## config.mk

```make
export PLATFORM = sky130hd
export DESIGN_NAME = muldiv_unit
export DESIGN_NICKNAME = d
export VERILOG_FILES = /design/src/rtl/muldiv_pkg.sv /design/src/rtl/muldiv_mul_step.sv /design/src/rtl/muldiv_div_step.sv /design/src/rtl/muldiv_unit.sv
export SDC_FILE = /design/constraint.sdc
export NUM_CORES = 1
export LEC_CHECK = 0
export BUFFER_PORTS_ARGS = -buffer_cell sky130_fd_sc_hd__buf_2
export CAP_MARGIN = 20
export CORE_ASPECT_RATIO = 1.2
export CORE_UTILIZATION = 57
export CTS_CLUSTER_DIAMETER = 60
export DETAILED_ROUTE_END_ITERATION = 12
export GPL_TIMING_DRIVEN = 1
export PLACE_DENSITY = 0.79
export SYNTH_ARGS = -nofsm -noshare
export SYNTH_HDL_FRONTEND = slang
export SYNTH_HIERARCHICAL = 1
export SYNTH_SLANG_ARGS = --single-unit
export TNS_END_PERCENT = 10
```

## constraint.sdc

```tcl
create_clock -name clk -period 4.7 [get_ports clk]
set_input_delay 1.175 -clock clk [delete_from_list [all_inputs] [get_ports clk]]
set_output_delay 1.175 -clock clk [all_outputs]
set_load 0.05 [all_outputs]
```

## src/rtl/muldiv_pkg.sv

```systemverilog
`timescale 1ns/1ps
package muldiv_pkg;
  localparam int FUNC_W = 6;

  localparam logic [FUNC_W-1:0] FN_MUL_S = 6'd24;
  localparam logic [FUNC_W-1:0] FN_MUL_U = 6'd25;
  localparam logic [FUNC_W-1:0] FN_DIV_S = 6'd26;
  localparam logic [FUNC_W-1:0] FN_DIV_U = 6'd27;
  localparam logic [FUNC_W-1:0] FN_GET_HI = 6'd16;
  localparam logic [FUNC_W-1:0] FN_GET_LO = 6'd18;

  typedef enum logic [1:0] {
    K_MUL_S = 2'd0,
    K_MUL_U = 2'd1,
    K_DIV_S = 2'd2,
    K_DIV_U = 2'd3
  } op_kind_e;

  function automatic logic is_arith_code(input logic [FUNC_W-1:0] f);
    return (f == FN_MUL_S) || (f == FN_MUL_U) || (f == FN_DIV_S) || (f == FN_DIV_U);
  endfunction

  function automatic op_kind_e code_to_kind(input logic [FUNC_W-1:0] f);
    return op_kind_e'(f[1:0]);
  endfunction
endpackage

```

## src/rtl/muldiv_mul_step.sv

```systemverilog
`timescale 1ns/1ps
module muldiv_mul_step #(
  parameter int WIDTH = 32
) (
  input  logic [2*WIDTH-1:0] acc_i,
  input  logic [WIDTH-1:0]   mcand_i,
  output logic [2*WIDTH-1:0] acc_o
);
  logic [WIDTH:0] partial;

  always_comb begin
    partial = {1'b0, acc_i[2*WIDTH-1:WIDTH]} + (acc_i[0] ? {1'b0, mcand_i} : '0);
    acc_o   = {partial, acc_i[WIDTH-1:1]};
  end
endmodule

```

## src/rtl/muldiv_div_step.sv

```systemverilog
`timescale 1ns/1ps
module muldiv_div_step #(
  parameter int WIDTH = 32
) (
  input  logic [2*WIDTH-1:0] acc_i,
  input  logic [WIDTH-1:0]   dvsr_i,
  output logic [2*WIDTH-1:0] acc_o
);
  logic [WIDTH:0] shifted;
  logic [WIDTH:0] trial;

  always_comb begin
    shifted = {acc_i[2*WIDTH-1:WIDTH], acc_i[WIDTH-1]};
    trial   = shifted - {1'b0, dvsr_i};
    if (trial[WIDTH]) begin
      acc_o = {shifted[WIDTH-1:0], acc_i[WIDTH-2:0], 1'b0};
    end else begin
      acc_o = {trial[WIDTH-1:0], acc_i[WIDTH-2:0], 1'b1};
    end
  end
endmodule

```

## src/rtl/muldiv_unit.sv

```systemverilog
`timescale 1ns/1ps
module muldiv_unit
  import muldiv_pkg::*;
#(
  parameter int WIDTH = 32
) (
  input  logic                 clk,
  input  logic                 rst,
  input  logic                 start,
  input  logic [FUNC_W-1:0]    op_func,
  input  logic [WIDTH-1:0]     opnd_a,
  input  logic [WIDTH-1:0]     opnd_b,
  input  logic                 mv_req,
  input  logic [FUNC_W-1:0]    mv_func,
  output logic                 busy,
  output logic                 mv_valid,
  output logic [WIDTH-1:0]     mv_data
);
  localparam int ACC_W = 2 * WIDTH;
  localparam int CNT_W = $clog2(WIDTH);
  localparam logic [CNT_W-1:0] LAST_STEP = CNT_W'(WIDTH - 1);

  // operation state
  logic                 busy_q;
  logic [CNT_W-1:0]     step_q;
  logic                 is_div_q;
  logic                 neg_main_q;
  logic                 neg_rem_q;
  logic                 zero_dvsr_q;
  logic [WIDTH-1:0]     m_q;
  logic [ACC_W-1:0]     acc_q;
  logic [WIDTH-1:0]     hi_q;
  logic [WIDTH-1:0]     lo_q;

  // move state
  logic                 pend_q;
  logic                 pend_hi_q;
  logic                 mv_valid_q;
  logic [WIDTH-1:0]     mv_data_q;

  // launch decode
  op_kind_e             kind;
  logic                 accept;
  logic                 k_signed;
  logic                 k_div;
  logic                 a_neg;
  logic                 b_neg;
  logic [WIDTH-1:0]     a_mag;
  logic [WIDTH-1:0]     b_mag;

  always_comb begin
    kind     = code_to_kind(op_func);
    accept   = start && !busy_q && is_arith_code(op_func);
    k_signed = (kind == K_MUL_S) || (kind == K_DIV_S);
    k_div    = (kind == K_DIV_S) || (kind == K_DIV_U);
    a_neg    = k_signed && opnd_a[WIDTH-1];
    b_neg    = k_signed && opnd_b[WIDTH-1];
    a_mag    = a_neg ? -opnd_a : opnd_a;
    b_mag    = b_neg ? -opnd_b : opnd_b;
  end

  // one iteration of each datapath, selected by the running kind
  logic [ACC_W-1:0] mul_nxt;
  logic [ACC_W-1:0] div_nxt;
  logic [ACC_W-1:0] acc_nxt;

  muldiv_mul_step #(.WIDTH(WIDTH)) u_mul_step (
    .acc_i   (acc_q),
    .mcand_i (m_q),
    .acc_o   (mul_nxt)
  );

  muldiv_div_step #(.WIDTH(WIDTH)) u_div_step (
    .acc_i  (acc_q),
    .dvsr_i (m_q),
    .acc_o  (div_nxt)
  );

  assign acc_nxt = is_div_q ? div_nxt : mul_nxt;

  // final sign correction
  logic [ACC_W-1:0] prod_fix;
  logic [WIDTH-1:0] quo_fix;
  logic [WIDTH-1:0] rem_fix;
  logic [WIDTH-1:0] hi_new;
  logic [WIDTH-1:0] lo_new;

  always_comb begin
    prod_fix = neg_main_q ? -acc_nxt : acc_nxt;
    quo_fix  = neg_main_q ? -acc_nxt[WIDTH-1:0] : acc_nxt[WIDTH-1:0];
    rem_fix  = neg_rem_q ? -acc_nxt[ACC_W-1:WIDTH] : acc_nxt[ACC_W-1:WIDTH];
    if (is_div_q) begin
      hi_new = rem_fix;
      lo_new = quo_fix;
    end else begin
      hi_new = prod_fix[ACC_W-1:WIDTH];
      lo_new = prod_fix[WIDTH-1:0];
    end
  end

  always_ff @(posedge clk) begin
    if (rst) begin
      busy_q      <= 1'b0;
      step_q      <= '0;
      is_div_q    <= 1'b0;
      neg_main_q  <= 1'b0;
      neg_rem_q   <= 1'b0;
      zero_dvsr_q <= 1'b0;
      m_q         <= '0;
      acc_q       <= '0;
      hi_q        <= '0;
      lo_q        <= '0;
    end else if (accept) begin
      busy_q      <= 1'b1;
      step_q      <= '0;
      is_div_q    <= k_div;
      neg_main_q  <= a_neg ^ b_neg;
      neg_rem_q   <= a_neg;
      zero_dvsr_q <= k_div && (opnd_b == '0);
      m_q         <= k_div ? b_mag : a_mag;
      acc_q       <= {{WIDTH{1'b0}}, (k_div ? a_mag : b_mag)};
    end else if (busy_q) begin
      acc_q  <= acc_nxt;
      step_q <= step_q + 1'b1;
      if (step_q == LAST_STEP) begin
        busy_q <= 1'b0;
        if (!zero_dvsr_q) begin
          hi_q <= hi_new;
          lo_q <= lo_new;
        end
      end
    end
  end

  // move handling: answer at once when idle, otherwise hold one request
  logic mv_is_hi;
  logic mv_known;

  always_comb begin
    mv_is_hi = (mv_func == FN_GET_HI);
    mv_known = mv_is_hi || (mv_func == FN_GET_LO);
  end

  always_ff @(posedge clk) begin
    if (rst) begin
      pend_q     <= 1'b0;
      pend_hi_q  <= 1'b0;
      mv_valid_q <= 1'b0;
      mv_data_q  <= '0;
    end else begin
      mv_valid_q <= 1'b0;
      if (pend_q) begin
        if (!busy_q) begin
          pend_q     <= 1'b0;
          mv_valid_q <= 1'b1;
          mv_data_q  <= pend_hi_q ? hi_q : lo_q;
        end
      end else if (mv_req && mv_known) begin
        if (busy_q) begin
          pend_q    <= 1'b1;
          pend_hi_q <= mv_is_hi;
        end else begin
          mv_valid_q <= 1'b1;
          mv_data_q  <= mv_is_hi ? hi_q : lo_q;
        end
      end
    end
  end

  assign busy     = busy_q;
  assign mv_valid = mv_valid_q;
  assign mv_data  = mv_data_q;
endmodule

```

# Yosys cells after proc, flatten, opt, wreduce, memory -nomap -nowiden
# Cells that the tools add are included.
[totals]
wordCells = 88
reg_bits = 205
[classes]
n_addsub = 8
reduce_logical = 21
mux = 29
bitwise = 4
n_eq_ne = 11
[op_table]
columns = ["cell", "count"]
rows = [
  ["two-way mux 32 bit", 17],
  ["two-way mux 64 bit", 3],
  ["negator 32 bit", 4],
  ["negator 64 bit", 1],
  ["equality test 6 x 5 -> 1 bit (second input constant)", 6],
  ["adder 32 x 32 -> 33 bit", 1],
  ["subtractor 33 x 32 -> 33 bit", 1],
  ["logical NOT 32 bit", 1],
  ["two-way mux 1 bit", 9],
  ["logical AND 1 bit", 6],
  ["logical OR 1 bit", 6],
  ["AND reduction 3 bit", 2],
  ["adder 5 x 1 -> 5 bit (second input constant)", 1],
  ["equality test 5 bit (second input constant)", 1],
  ["equality test 2 bit (second input constant)", 2],
  ["!= test 2 bit (second input constant)", 2],
  ["AND reduction 4 bit", 1],
  ["nonzero test 2 bit", 2],
  ["inverter 1 bit", 3],
  ["logical NOT 2 bit", 1],
  ["OR reduction 2 bit", 1],
  ["logical NOT 1 bit", 1],
  ["bitwise XOR 1 bit", 1],
]

# Depth between registers and ports, before layout
# Gate-level depths: netlist of run 1.
[depth]
ltp_word = 7
mapped_depth = 23
mapped_depth_nobuf = 21

# Modules after synthesis
# Netlist of run 1, hierarchy kept.
[modules_own_cells]
columns = ["module", "n_inst", "area_per_inst_um2", "cells_each"]
rows = [
  ["muldiv_unit", 1, 12393.1, 1560],
  ["muldiv_div_step", 1, 2591.2, 336],
  ["muldiv_mul_step", 1, 2428.6, 353],
]

# Worst setup path before layout of run 1
# Ideal clock, no wire load.
[synth_path]
path_type = "reg2reg"
from = "register acc_q[31]"
to = "register lo_q[31]"
setup_ps = 120
stages_incl_launch_ff = 22
arrival_time_ps = 5003
n_path_buf = 2
path_slack_ps = -423
required_time_ps = 4580
period_less_slack_ps = 5123
path_cell_list = "dfxtp_1 inv_1 ha_1 fa_1 and2b_1 o2111ai_2 a21oi_2 o2111ai_1 a211oi_2 nor2_4 mux2i_4 and2_4 buf_12 inv_8 buf_12 or4b_1 a222oi_1 o2111ai_1 or3_4 o31ai_4 xnor2_1 o21ai_1"
[synth_between]
elab_chain_len = 6
word_cells_on_any_way = 8
classes_between = "3 x add/sub; 5 x mux"
[synth_lines]
columns = ["item", "line", "text"]
rows = [
  ["start, declared", "muldiv_unit.sv:31", "logic [ACC_W-1:0] acc_q;"],
  ["start signal, assigned", "muldiv_unit.sv:121", "acc_q <= {{WIDTH{1'b0}}, (k_div ? a_mag : b_mag)};"],
  ["start signal, assigned", "muldiv_unit.sv:123", "acc_q <= acc_nxt;"],
  ["subtractor 33 x 32 -> 33 bit *", "muldiv_div_step.sv:14", "trial = shifted - {1'b0, dvsr_i};"],
  ["two-way mux 64 bit *", "muldiv_div_step.sv:15", "if (trial[WIDTH]) begin"],
  ["net div_nxt[0]", "muldiv_unit.sv:64", "logic [ACC_W-1:0] div_nxt;"],
  ["two-way mux 64 bit *", "muldiv_unit.sv:79", "assign acc_nxt = is_div_q ? div_nxt : mul_nxt;"],
  ["negator 64 bit or negator 32 bit (tied branches)", "muldiv_unit.sv:89, muldiv_unit.sv:90", ""],
  ["two-way mux 64 bit or two-way mux 32 bit (tied branches)", "muldiv_unit.sv:89, muldiv_unit.sv:90", ""],
  ["two-way mux 32 bit *", "muldiv_unit.sv:92", "if (is_div_q) begin"],
  ["end signal, assigned", "muldiv_unit.sv:129", "lo_q <= lo_new;"],
  ["end, declared", "muldiv_unit.sv:33", "logic [WIDTH-1:0] lo_q;"],
]
# The timed path passes the listed nets; every way through them passes the cells marked *.
# A chain may end at the register's enable or synchronous reset.

# Worst setup path after layout of run 1
[layout_path]
from = "register acc_q[31]"
to = "register lo_q[23]"
# The elaborated chain is that of the path after synthesis.

==> results.md, run 1 <==
- Synthesis-stage register bit count: 205
- F_max: 208 MHz
- Cell family with the largest share of critical-path delay: simple AND/OR/NAND/NOR gates
- Yosys warning count: 6
- Slew HR: 29.0%
- R2r startpoint: acc_q[31]
- Most common cell after layout, fill and taps aside: a21oi_1
- Fin crit share: 102%
- Max-Cap Viols: 0
- Synth top area share: 23.6%
- Setup ws final: -100 ps
- Synth async-reset ratio: 0%
- Max FO, Critical Path: 6
- Placeable Area: 29900 um^2
- Final nets: 2534
- Cell Pwr Density: 278 nW/um^2
- Net count after synthesis: 2401
- Cts bufs inserted: 26
- Worst-path clk slew: 60 ps
- Max VDD drop: 313 uV
- Sw Share: 34.3%
- CTS tree: yes
- Synth area leaders: dfxtp_1 (24%), mux2i_1 (6.5%), a21oi_1 (6.3%)
- Mean area per synthesized cell: 7.74 um^2
- Clock latency on the worst-skew pair: 560 ps
- Sequential area share after synthesis: 23.6%
- R2R depth: 21
- P&R area growth vs syn: 14.7%
- Chip Width: 162 um
- Synthesized netlist cell count: 2249
- Clock tree root driver cell: clkbuf_16
- Footprint of the multi-input gates: 12300 um^2
- Largest net degree at the start of global routing: 91
- DRC Markers: 0
- Top_reg_cell synth: dfxtp_1
- Share of layout cells above drive strength 1: 19.8%
- Initial antenna violation count: 1
- H-tree levels: 1
- Sw power: 0.00190 W
- Worst hold path depth: 2
- Register share of total power: 32.5%
- Global placement routability congestion: 0.994
- Drt total wl: 62300 um
- Critical Path Source Type: register
- Top cell type by total area after synthesis: dfxtp_1
- Drt first-iter violations: 1881
- Tmin final: 4800 ps
- Fin cells: 2788
- WP buf/inv: 4
- Internal power: 0.00365 W
- Post-synth EDFFs: 0
- Worst path required time: 5100 ps
- Setup crit start: acc_q[31]
- Measured slew at the worst slew-check pin: 1060 ps
- Endpoints failing hold: 0
- Crit path arrival time: 5200 ps
- Vias: 18000
- IO buf count: 113
- Overall power: 0.00556 W
- RSZ-0062 raised after global routing: true
- DR vias/cell: 6.46
- Wire per inst: 22.3 um
- Outcome: complete, but fails checks
- Yosys cell types: 105
- IO Pins: 114
- CP cell instances: inv_2 -> ha_4 -> fa_2 -> and2b_2 -> o2111ai_4 -> a21oi_2 -> o2111ai_2 -> a211oi_2 -> nor2_4 -> mux2i_4 -> and2_4 -> inv_8 -> or4b_4 -> a222oi_1 -> buf_4 -> buf_4 -> o2111ai_4 -> or3_4 -> and3_4 -> o21ai_2 -> a21oi_2
- Clock power frac: 34.7%
- Most frequent cells in the layout: a21oi_1 (212), nor2_1 (210), dfxtp_1 (202)
- Placed cells: 2732
- Total grt overflow: 0
- Synthesized area: 17400 um^2
- Final Cell Area: 20000 um^2
- Row count: 69
- Area after DPL: 18800 um^2
- Initial Utilization: 58.3%
- GRT Overall Usage: 38.4%
- Post-detail-place hpwl: 48700 um
- Die ar.: 31300 um^2
- Cts hold-fix bufs: 0
- Worst hold-check path type: reg2reg
- Layout Skew: 11.7 ps
- HP Start: lo_q[7]
- Die Height: 193 um
- Sequential standard cell area: 4110 um^2
- CP max-delay cell: or4b_4
- Clock Tree Buf Depth: 3
- Antenna diodes: 0
- FILL cells: 2621
- Setup CP Type: reg2reg
- Pre-Repair DR Iteration Count: 6
- Post-DRT Antenna Nets: 0
- First-pass GRT wire length: 93900 um
- CP endpoint kind: register
- LEAKAGE: 7.79 nW
- Final setup fails: 12
- Slew Viols, Final: 0
- Critical Path Stages: 21
- Vias in the first global route: 16400
- Clock sink count: 205
- Failing checks: setup timing
- Slowest cell delay on critical path: 480 ps
- Logic pwr share: 32.8%
==> power by group through the flow <==
stage                     Clock (W)  Sequential (W)  Combinational [W]
after floorplan                   0         0.00184            0.00111
after global placement            0         0.00184            0.00161
after detailed placement          0         0.00184            0.00162
after CTS                   0.00194         0.00181            0.00164
after global routing        0.00201         0.00181            0.00192
final                       0.00193         0.00181            0.00182
==> metal layers <==
| layer | global-route usage [%] | up-vias | part of all wire, % |
|---|---|---|---|
| met5 | 0 | - | 0.014 |
| met2 | 62.0 | 886 | 46 |
| met3 | 5.08 | 171 | 8.1 |
| li1 | - | 8505 | - |
| met4 | 19.0 | 2 | 5.3 |
| met1 | 50.1 | 8443 | 41 |
==> stage by stage <==
step	TNS (ps)	utilization (%)	worst slack, ps	hold WS (ps)
after floorplan	-1090	-	-191	425
after global placement	0	62.9	36.2	438
after detailed placement	-328	62.9	-118	442
after CTS	-15.8	65.7	-8.07	450
after global routing	-4000	66.9	-233	470
final	-476	66.9	-100	449
==> timing repair <==
action / in CTS / in global routing
cloned: 0 / 1
setup endpoints to repair: 9 / 36
gates resized for setup: 1 / 56
setup buffers: 1 / 11
pin swaps: 3 / 40
==> sequential cells by signal, indices dropped and copies added (netlist names) <==
register	count
hi_q	32
pend_hi_q	1
acc_q	64
m_q	32
pend_q	1
is_div_q	1
neg_main_q	1
lo_q	32
neg_rem_q	1
mv_valid	1
mv_data	32
zero_dvsr_q	1
step_q	5
busy	1
==> kinds of logic after synthesis <==
group	after synthesis	synth area share, %
buffers and inverters	255	7.57
AO/OA/AOI/OAI	683	25.8
adder cells (fa/ha/maj)	72	5.26
AND/OR/NAND/NOR	734	21.0
multiplexers	141	8.78
flip-flops	205	23.6
XOR/XNOR	159	8.00
==> Yosys cell counts (9+ instances only) <==
library cell / count
nor4_1: 31
o22ai_1: 22
a31oi_1: 27
clkbuf_1: 92
and2_1: 37
xnor2_1: 95
a21oi_1: 218
inv_1: 57
nor3_1: 75
buf_1: 10
nand4_1: 19
or2_2: 9
and3_1: 18
a2111oi_0: 10
a211oi_1: 85
buf_2: 20
xor2_1: 64
nor2b_1: 9
mux2i_1: 113
o31ai_1: 14
o21a_1: 12
buf_4: 67
o21ai_0: 109
o211ai_1: 23
nor3b_1: 28
ha_1: 70
mux2_4: 19
nor2_1: 214
nand2b_1: 14
dfxtp_1: 205
nand3b_1: 9
nand2_1: 162
a41oi_1: 9
or3_1: 13
o2111ai_1: 11
a21o_1: 32
a22oi_1: 10
nand3_1: 51
==> worst min-delay path, cell delays in order, from the launching register on <==
cell     delay (ps)
dfxtp_1         310
nand2_1          50
a21oi_1          50
==> cell type report <==
| type | count | area share [%] |
|---|---|---|
| clock inverter | 11 | 0.551 |
| sequential | 205 | 20.6 |
| clock buffer | 33 | 3.54 |
| timing repair buffer | 301 | 10.3 |
| inverter | 59 | 1.15 |
| tap | 390 | 2.44 |
| multi-input combinational | 1789 | 61.4 |
==> worst paths after layout <==
check / end / slack (ps)
hold reg to reg: lo_q[7] / 450
setup reg to reg: lo_q[23] / -100
setup / recovery: lo_q[23] / -100
hold / removal: lo_q[7] / 450
Power figures use the tool's default switching activity.
==> run 2: changes to the inputs <==
- CAP_MARGIN: 20 -> not set
- CORE_MARGIN: not set -> 5
==> run 2 against run 1 <==
  * Highest routed layer unchanged
  * Total power up 1.9%
  * The run now ends clean
  * Fmax up 3.2%
  * Critical path depth unchanged
  * Clock power up 6%
  * Die area up 9.3%
  * Largest power group unchanged
  * Final cell count up 0.18%
==> results.md, run 2 (same netlist as run 1, synthesis figures left out) <==
- Outcome: completed
- Post-DRT Antenna Nets: 0 (unchanged)
- Slowest cell delay on critical path: 480 ps (about the same)
- IO buf count: 113 (unchanged)
- Die ar.: 34200 um^2 (+9.3%)
- Drt total wl: 61900 um (-0.69%)
- Final nets: 2529 (-0.20%)
- Crit path arrival time: 5090 ps (-110 ps)
- Met1 Use GR: 46.0% (-4.1 points)
- Internal power: 0.00375 W (+2.6%)
- Slew HR: 30.2% (+1.2 points)
- Initial antenna violation count: 1 (unchanged)
- Biggest register: acc_q
- Clock latency on the worst-skew pair: 550 ps (about the same)
- Sw Share: 33.8% (-0.50 points)
- Worst path required time: 5140 ps (+40 ps)
- Placeable Area: 30300 um^2 (+1.4%)
- Total grt overflow: 0 (unchanged)
- Placed cells: 2730 (-0.073%)
- Largest net degree at the start of global routing: 77 (-15%)
- Global placement routability congestion: 1.05 (+5.9%)
- Initial Utilization: 57.5% (-0.83 points)
- CP cell instances: inv_2 -> ha_4 -> fa_2 -> and2b_1 -> o2111ai_2 -> a21oi_2 -> o2111ai_2 -> a211oi_2 -> nor2_4 -> mux2i_4 -> and2_4 -> inv_8 -> or4b_4 -> a222oi_1 -> buf_4 -> o211a_4 -> buf_12 -> and3_4 -> nor2_2 -> o211a_1 -> a211o_1
- Critical Path Source Type: register
- Pre-Repair DR Iteration Count: 8 (+2)
- P&R area growth vs syn: 15.4%
- F_max: 215 MHz (+3.2%)
- Sw power: 0.00191 W (+0.40%)
- CP endpoint kind: register
- Register share of total power: 31.9% (-0.6 points)
- Die Height: 201 um (+4.1%)
- Most used routing layer: met2
- Post-detail-place hpwl: 48300 um (-0.92%)
- Tmin final: 4650 ps (-151 ps)
- Drt first-iter violations: 1789 (-4.9%)
- Final setup fails: 0 (-12)
- H-tree levels: 1 (unchanged)
- WP buf/inv: 4 (unchanged)
- Chip Width: 170 um (+5.0%)
- CP max-delay cell: or4b_4
- RSZ-0062 raised after global routing: true
- Wire per inst: 22.2 um (-0.86%)
- Endpoints failing hold: 0 (unchanged)
- Logic pwr share: 31.9% (-0.9 points)
- Clock Tree Buf Depth: 3 (unchanged)
- Max FO, Critical Path: 7 (+1)
- Most frequent cell on the critical path: o2111ai_2
- Clock tree root driver cell: clkbuf_16
- FILL cells: 2651 (+1.1%)
- Share of layout cells above drive strength 1: 19.9% (+0.18 points)
- Clock power frac: 36.2% (+1.5 points)
- Worst hold-check path type: reg2reg
- CTS tree: yes
- LEAKAGE: 7.84 nW (+0.72%)
- GRT Overall Usage: 33.9% (-4.5 points)
- Row count: 70 (+1.4%)
- IO Pins: 114 (unchanged)
- Cts bufs inserted: 26 (unchanged)
- Clock sink count: 205 (unchanged)
- Max-Cap Viols: 0 (unchanged)
- Overall power: 0.00566 W (+1.9%)
- Dpl ws: -64.9 ps (+53.0 ps)
- DRC Markers: 0 (unchanged)
- Measured slew at the worst slew-check pin: 1040 ps (-18.7 ps)
- Setup ws final: 50.5 ps (+151 ps)
- Grt met2 use: 53.7% (-8.3 points)
- Slew Viols, Final: 0 (unchanged)
- Number of flip-flops in the largest register: 64 (unchanged)
- Cell family with the largest share of critical-path delay: compound AO/OA/AOI/OAI gates
- Vias in the first global route: 16500 (+0.44%)
- Most frequent cells in the layout: nor2_1 (211), a21oi_1 (211), dfxtp_1 (202)
- Worst-path clk slew: 60 ps (about the same)
- DR vias/cell: 6.47 (+0.18%)
- Cts hold-fix bufs: 0 (unchanged)
- Setup CP Type: reg2reg
- Max VDD drop: 288 uV (-7.8%)
- Final core area utilization: 66.3% (-0.57 points)
- Antenna diodes: 0 (unchanged)
- Sequential standard cell area: 4110 um^2 (unchanged)
- First-pass GRT wire length: 93100 um (-0.92%)
- Cell Pwr Density: 282 nW/um^2 (+1.3%)
- Fin cells: 2793 (+0.18%)
- Layout Skew: 19.4 ps (+7.65 ps)
- Met3 Use GR: 4.07% (-1.0 points)
- Footprint of the multi-input gates: 12400 um^2 (+0.73%)
- Fin crit share: 98.9% (-3.2 points)
- Vias: 18100 (+0.36%)
[run 2: repair_timing]
action	4_1_cts	5_1_grt
pin swaps	14	38
buffers inserted	6	8
cloned	0	1
setup endpoints to repair	9	37
resized for setup	13	58
[run 2: final timing paths]
check | start | to | slack [ps] | depth (start not counted)
setup / recovery | acc_q[31] | hi_q[25] | 50 | 21
hold reg to reg | lo_q[2] | lo_q[2] | 450 | 2
setup reg to reg | acc_q[31] | hi_q[25] | 50 | 21
hold / removal | lo_q[2] | lo_q[2] | 450 | 2
[run 2: power by group through the flow]
stage	sequential [W]	combinational [W]	clock (W)
2_1_floorplan	0.00184	0.00111	0
3_3_place_gp	0.00184	0.00158	0
3_5_place_dp	0.00184	0.00160	0
4_1_cts	0.00181	0.00164	0.00206
5_1_grt	0.00181	0.00190	0.00214
6_report	0.00181	0.00180	0.00205
[run 2: metal layers]
metal  share of wire (%)  vias to the layer above  wire, um
met4                 5.3                        2      3290
met5               0.021                        -        13
met3                 8.3                      158      5110
li1                    -                     8514         -
met1                  41                     8557     25600
met2                  45                      841     27900
[run 2: tightest hold or removal path: stages, from the launching register on]
cell     delay [ps]
dfxtp_1         310
nand2_1          50
a21oi_1          50
[run 2: layout make-up]
| type | count | share of cell area, % |
|---|---|---|
| Multi-Input combinational cell | 1789 | 61.5 |
| Sequential cell | 205 | 20.5 |
| Timing Repair Buffer | 296 | 10.1 |
| Clock buffer | 33 | 3.37 |
| Tap cell | 396 | 2.47 |
| Inverter | 59 | 1.14 |
| Clock inverter | 15 | 0.947 |
[run 2: metrics by stage]
| stage | cell area, um^2 | setup TNS [ps] | hold WS [ps] |
|---|---|---|---|
| final | 20100 | 0 | 450 |
| after global routing | 20100 | -1020 | 482 |
| after CTS | 19700 | -48.3 | 452 |
| after detailed placement | 18700 | -177 | 444 |
| after global placement | 18700 | 0 | 440 |
| after floorplan | 17400 | -1090 | 425 |
==> run 3: changes to the inputs <==
==> constraint.sdc (replaced) <==
create_clock -name clk -period 4.7 [get_ports clk]
set_input_delay 0.235 -clock clk [delete_from_list [all_inputs] [get_ports clk]]
set_output_delay 0.235 -clock clk [all_outputs]
set_load 0.05 [all_outputs]
==> run 3 against run 2 <==
  * Die area is the same
  * Fmax shrank 2.1%
  * Combinational power shrank 4%
  * Clock power shrank 15%
  * Largest cell class unchanged
  * First-iteration DRC count grew 6.8%
  * The flow now finishes with violations (setup timing)
  * Count of clock-buffer cells in the layout shrank 3
  * Worst setup slack lost 100 ps
  * Sequential power is essentially flat
  * Worst hold slack lost 410 ps
  * Total power shrank 6.9%
==> results.md, run 3 (same netlist as run 1, synthesis figures left out) <==
- Critical Path Source Type: register
- Register share of total power: 34.3% (+2.4 points)
- RSZ-0062 raised after global routing: true
- CTS tree: yes
- DRC Markers: 0 (unchanged)
- Final setup fails: 3 (+3)
- IO buf count: 113 (unchanged)
- Drt total wl: 60600 um (-2.1%)
- Most frequent cells in the layout: a21oi_1 (211), nor2_1 (210), dfxtp_1 (202)
- Setup ws final: -51.3 ps (-102 ps)
- Vias: 17800 (-1.6%)
- Clock Tree Buf Depth: 3 (unchanged)
- Row count: 70 (unchanged)
- Worst-path clk slew: 60 ps (about the same)
- Setup TNS: -84.4 ps (-84.4 ps)
- CP max-delay cell: or4b_4
- First-pass GRT wire length: 92400 um (-0.66%)
- Slew HR: 14.4% (-16 points)
- Cell family with the largest share of critical-path delay: compound AO/OA/AOI/OAI gates
- Worst hold-check path type: in2reg
- Biggest register: acc_q
- Initial antenna violation count: 0 (-1)
- Placeable Area: 30300 um^2 (unchanged)
- Clock latency on the worst-skew pair: 540 ps (about the same)
- Cts hold-fix bufs: 0 (unchanged)
- Antenna diodes: 0 (unchanged)
- Hold_ws: 38.7 ps (-411 ps)
- Setup crit start: acc_q[31]
- Clock power frac: 33.1% (-3.1 points)
- Largest net degree at the start of global routing: 89 (+16%)
- Sw Share: 34.5% (+0.74 points)
- WP buf/inv: 4 (unchanged)
- Number of flip-flops in the largest register: 64 (unchanged)
- DR vias/cell: 6.45 (-0.30%)
- Die Height: 201 um (unchanged)
- Logic pwr share: 32.6% (+0.7 points)
- Cts bufs inserted: 24 (-7.7%)
- Worst path required time: 5150 ps (about the same)
- Internal power: 0.00345 W (-7.9%)
- Slowest cell delay on critical path: 500 ps (+20 ps)
- Dpl ws: 3.99 ps (+68.9 ps)
- Slew Viols, Final: 0 (unchanged)
- Initial Utilization: 57.5% (unchanged)
- IO Pins: 114 (unchanged)
- HP Start: mv_func[1]
- Post-detail-place hpwl: 47600 um (-1.5%)
- CP endpoint kind: register
- Tmin final: 4750 ps (+102 ps)
- Pre-Repair DR Iteration Count: 6 (-2)
- Die ar.: 34200 um^2 (unchanged)
- F_max: 210 MHz (-2.1%)
- P&R area growth vs syn: 12.2%
- H-tree levels: 1 (unchanged)
- Final nets: 2498 (-1.2%)
- Clock tree root driver cell: clkbuf_16
- Max-Cap Viols: 0 (unchanged)
- R2r startpoint: acc_q[31]
- Most frequent cell on the critical path: o2111ai_2
- Wire per inst: 22.0 um (-0.85%)
- CP cell instances: inv_2 -> ha_4 -> fa_2 -> and2b_1 -> o2111ai_2 -> a21oi_2 -> o2111ai_2 -> a211oi_2 -> nor2_4 -> mux2i_4 -> and2_4 -> inv_8 -> or4b_4 -> a222oi_1 -> buf_4 -> o211a_4 -> buf_12 -> nand4_1 -> a22oi_2 -> xnor2_1 -> a211oi_1
- Setup CP Type: reg2reg
- Total grt overflow: 0 (unchanged)
- Share of layout cells above drive strength 1: 18.1% (-1.8 points)
- Failing checks: setup timing
- Endpoints failing hold: 0 (unchanged)
- Global placement routability congestion: 1.06 (+0.62%)
- Cell Pwr Density: 270 nW/um^2 (-4.3%)
- Sw power: 0.00182 W (-4.8%)
- Max FO, Critical Path: 7 (unchanged)
- Measured slew at the worst slew-check pin: 1280 ps (+243 ps)
- Drt first-iter violations: 1911 (+6.8%)
- Layout Skew: 9.73 ps (-9.64 ps)
- Crit path arrival time: 5200 ps (+110 ps)
- Vias in the first global route: 16600 (+0.68%)
- Most common cell after layout, fill and taps aside: a21oi_1
- LEAKAGE: 7.56 nW (-3.6%)
- GRT Overall Usage: 33.5% (-0.41 points)
- Clock sink count: 205 (unchanged)
- Reg2reg setup slack: -50 ps (-100 ps)
- Max VDD drop: 306 uV (+6.0%)
- Post-DRT Antenna Nets: 0 (unchanged)
- Chip Width: 170 um (unchanged)
- Outcome: complete, but fails checks
- Fin crit share: 101% (+2.2 points)
run 3: cell types whose count changed in the layout (fill, tap and decap cells not counted), sizes merged:
cell / previous run / this run
buf: 295 / 266
inv: 63 / 61
clkinv: 7 / 4
clkinvlp: 1 / 5
clkbuf: 34 / 31
bufinv: 3 / 0
run 3: power groups by stage:
| stage | Combinational (W) | Sequential, W | Clock, W |
|---|---|---|---|
| floorplan | 0.00111 | 0.00184 | 0 |
| global placement | 0.00155 | 0.00184 | 0 |
| detailed placement | 0.00157 | 0.00185 | 0 |
| CTS | 0.00158 | 0.00181 | 0.00175 |
| global route | 0.00181 | 0.00181 | 0.00184 |
| finish | 0.00172 | 0.00181 | 0.00175 |
run 3: path summary, 6_finish.rpt:
check              end  depth (start not counted)
min reg2reg    lo_q[1]                          2
max reg2reg   hi_q[27]                         21
min          pend_hi_q                          4
max           hi_q[27]                         21
run 3: what timing repair did:
| action | 4_1_cts | 5_1_grt |
|---|---|---|
| resized for setup | 1 | 44 |
| endpoints found under the setup margin | 2 | 32 |
| pin swaps | 1 | 18 |
| buffers inserted | 0 | 6 |
| gates cloned | 0 | 1 |
run 3: worst min-delay path, cell delays in order:
cell and delay (ps):
buf_2 90, nor2_1 40, a21oi_1 120, nor2_1 50
run 3: final cells by class:
class,count,area (um^2)
Clock inverter,11,90.1
Sequential cell,205,4110
Timing Repair Buffer,267,1780
Clock buffer,30,623
Multi-Input combinational cell,1789,12200
Inverter,59,229
Fill cell,2715,10800
Tap cell,396,495
run 3: metrics by stage:
step | std cells | utilization (%) | total power (W) | cell area, um^2
CTS | 2751 | 63.7 | 0.00515 | 19300
floorplan | 2249 | - | 0.00295 | 17400
detailed placement | 2710 | 61.3 | 0.00342 | 18600
finish | 2757 | 64.5 | 0.00527 | 19500
global placement | 2710 | 61.3 | 0.00340 | 18600
global route | 2757 | 64.5 | 0.00546 | 19500
run 3: routing by layer:
| metal | wire (um) | vias to the layer above | track usage, % | part of all wire [%] |
|---|---|---|---|---|
| li1 | - | 8440 | - | - |
| met1 | 25400 | 8376 | 45.2 | 42 |
| met2 | 27200 | 810 | 53.1 | 45 |
| met3 | 4830 | 159 | 4.46 | 8.0 |
| met4 | 3190 | 0 | 15.2 | 5.3 |
| met5 | 0 | - | 0 | 0 |
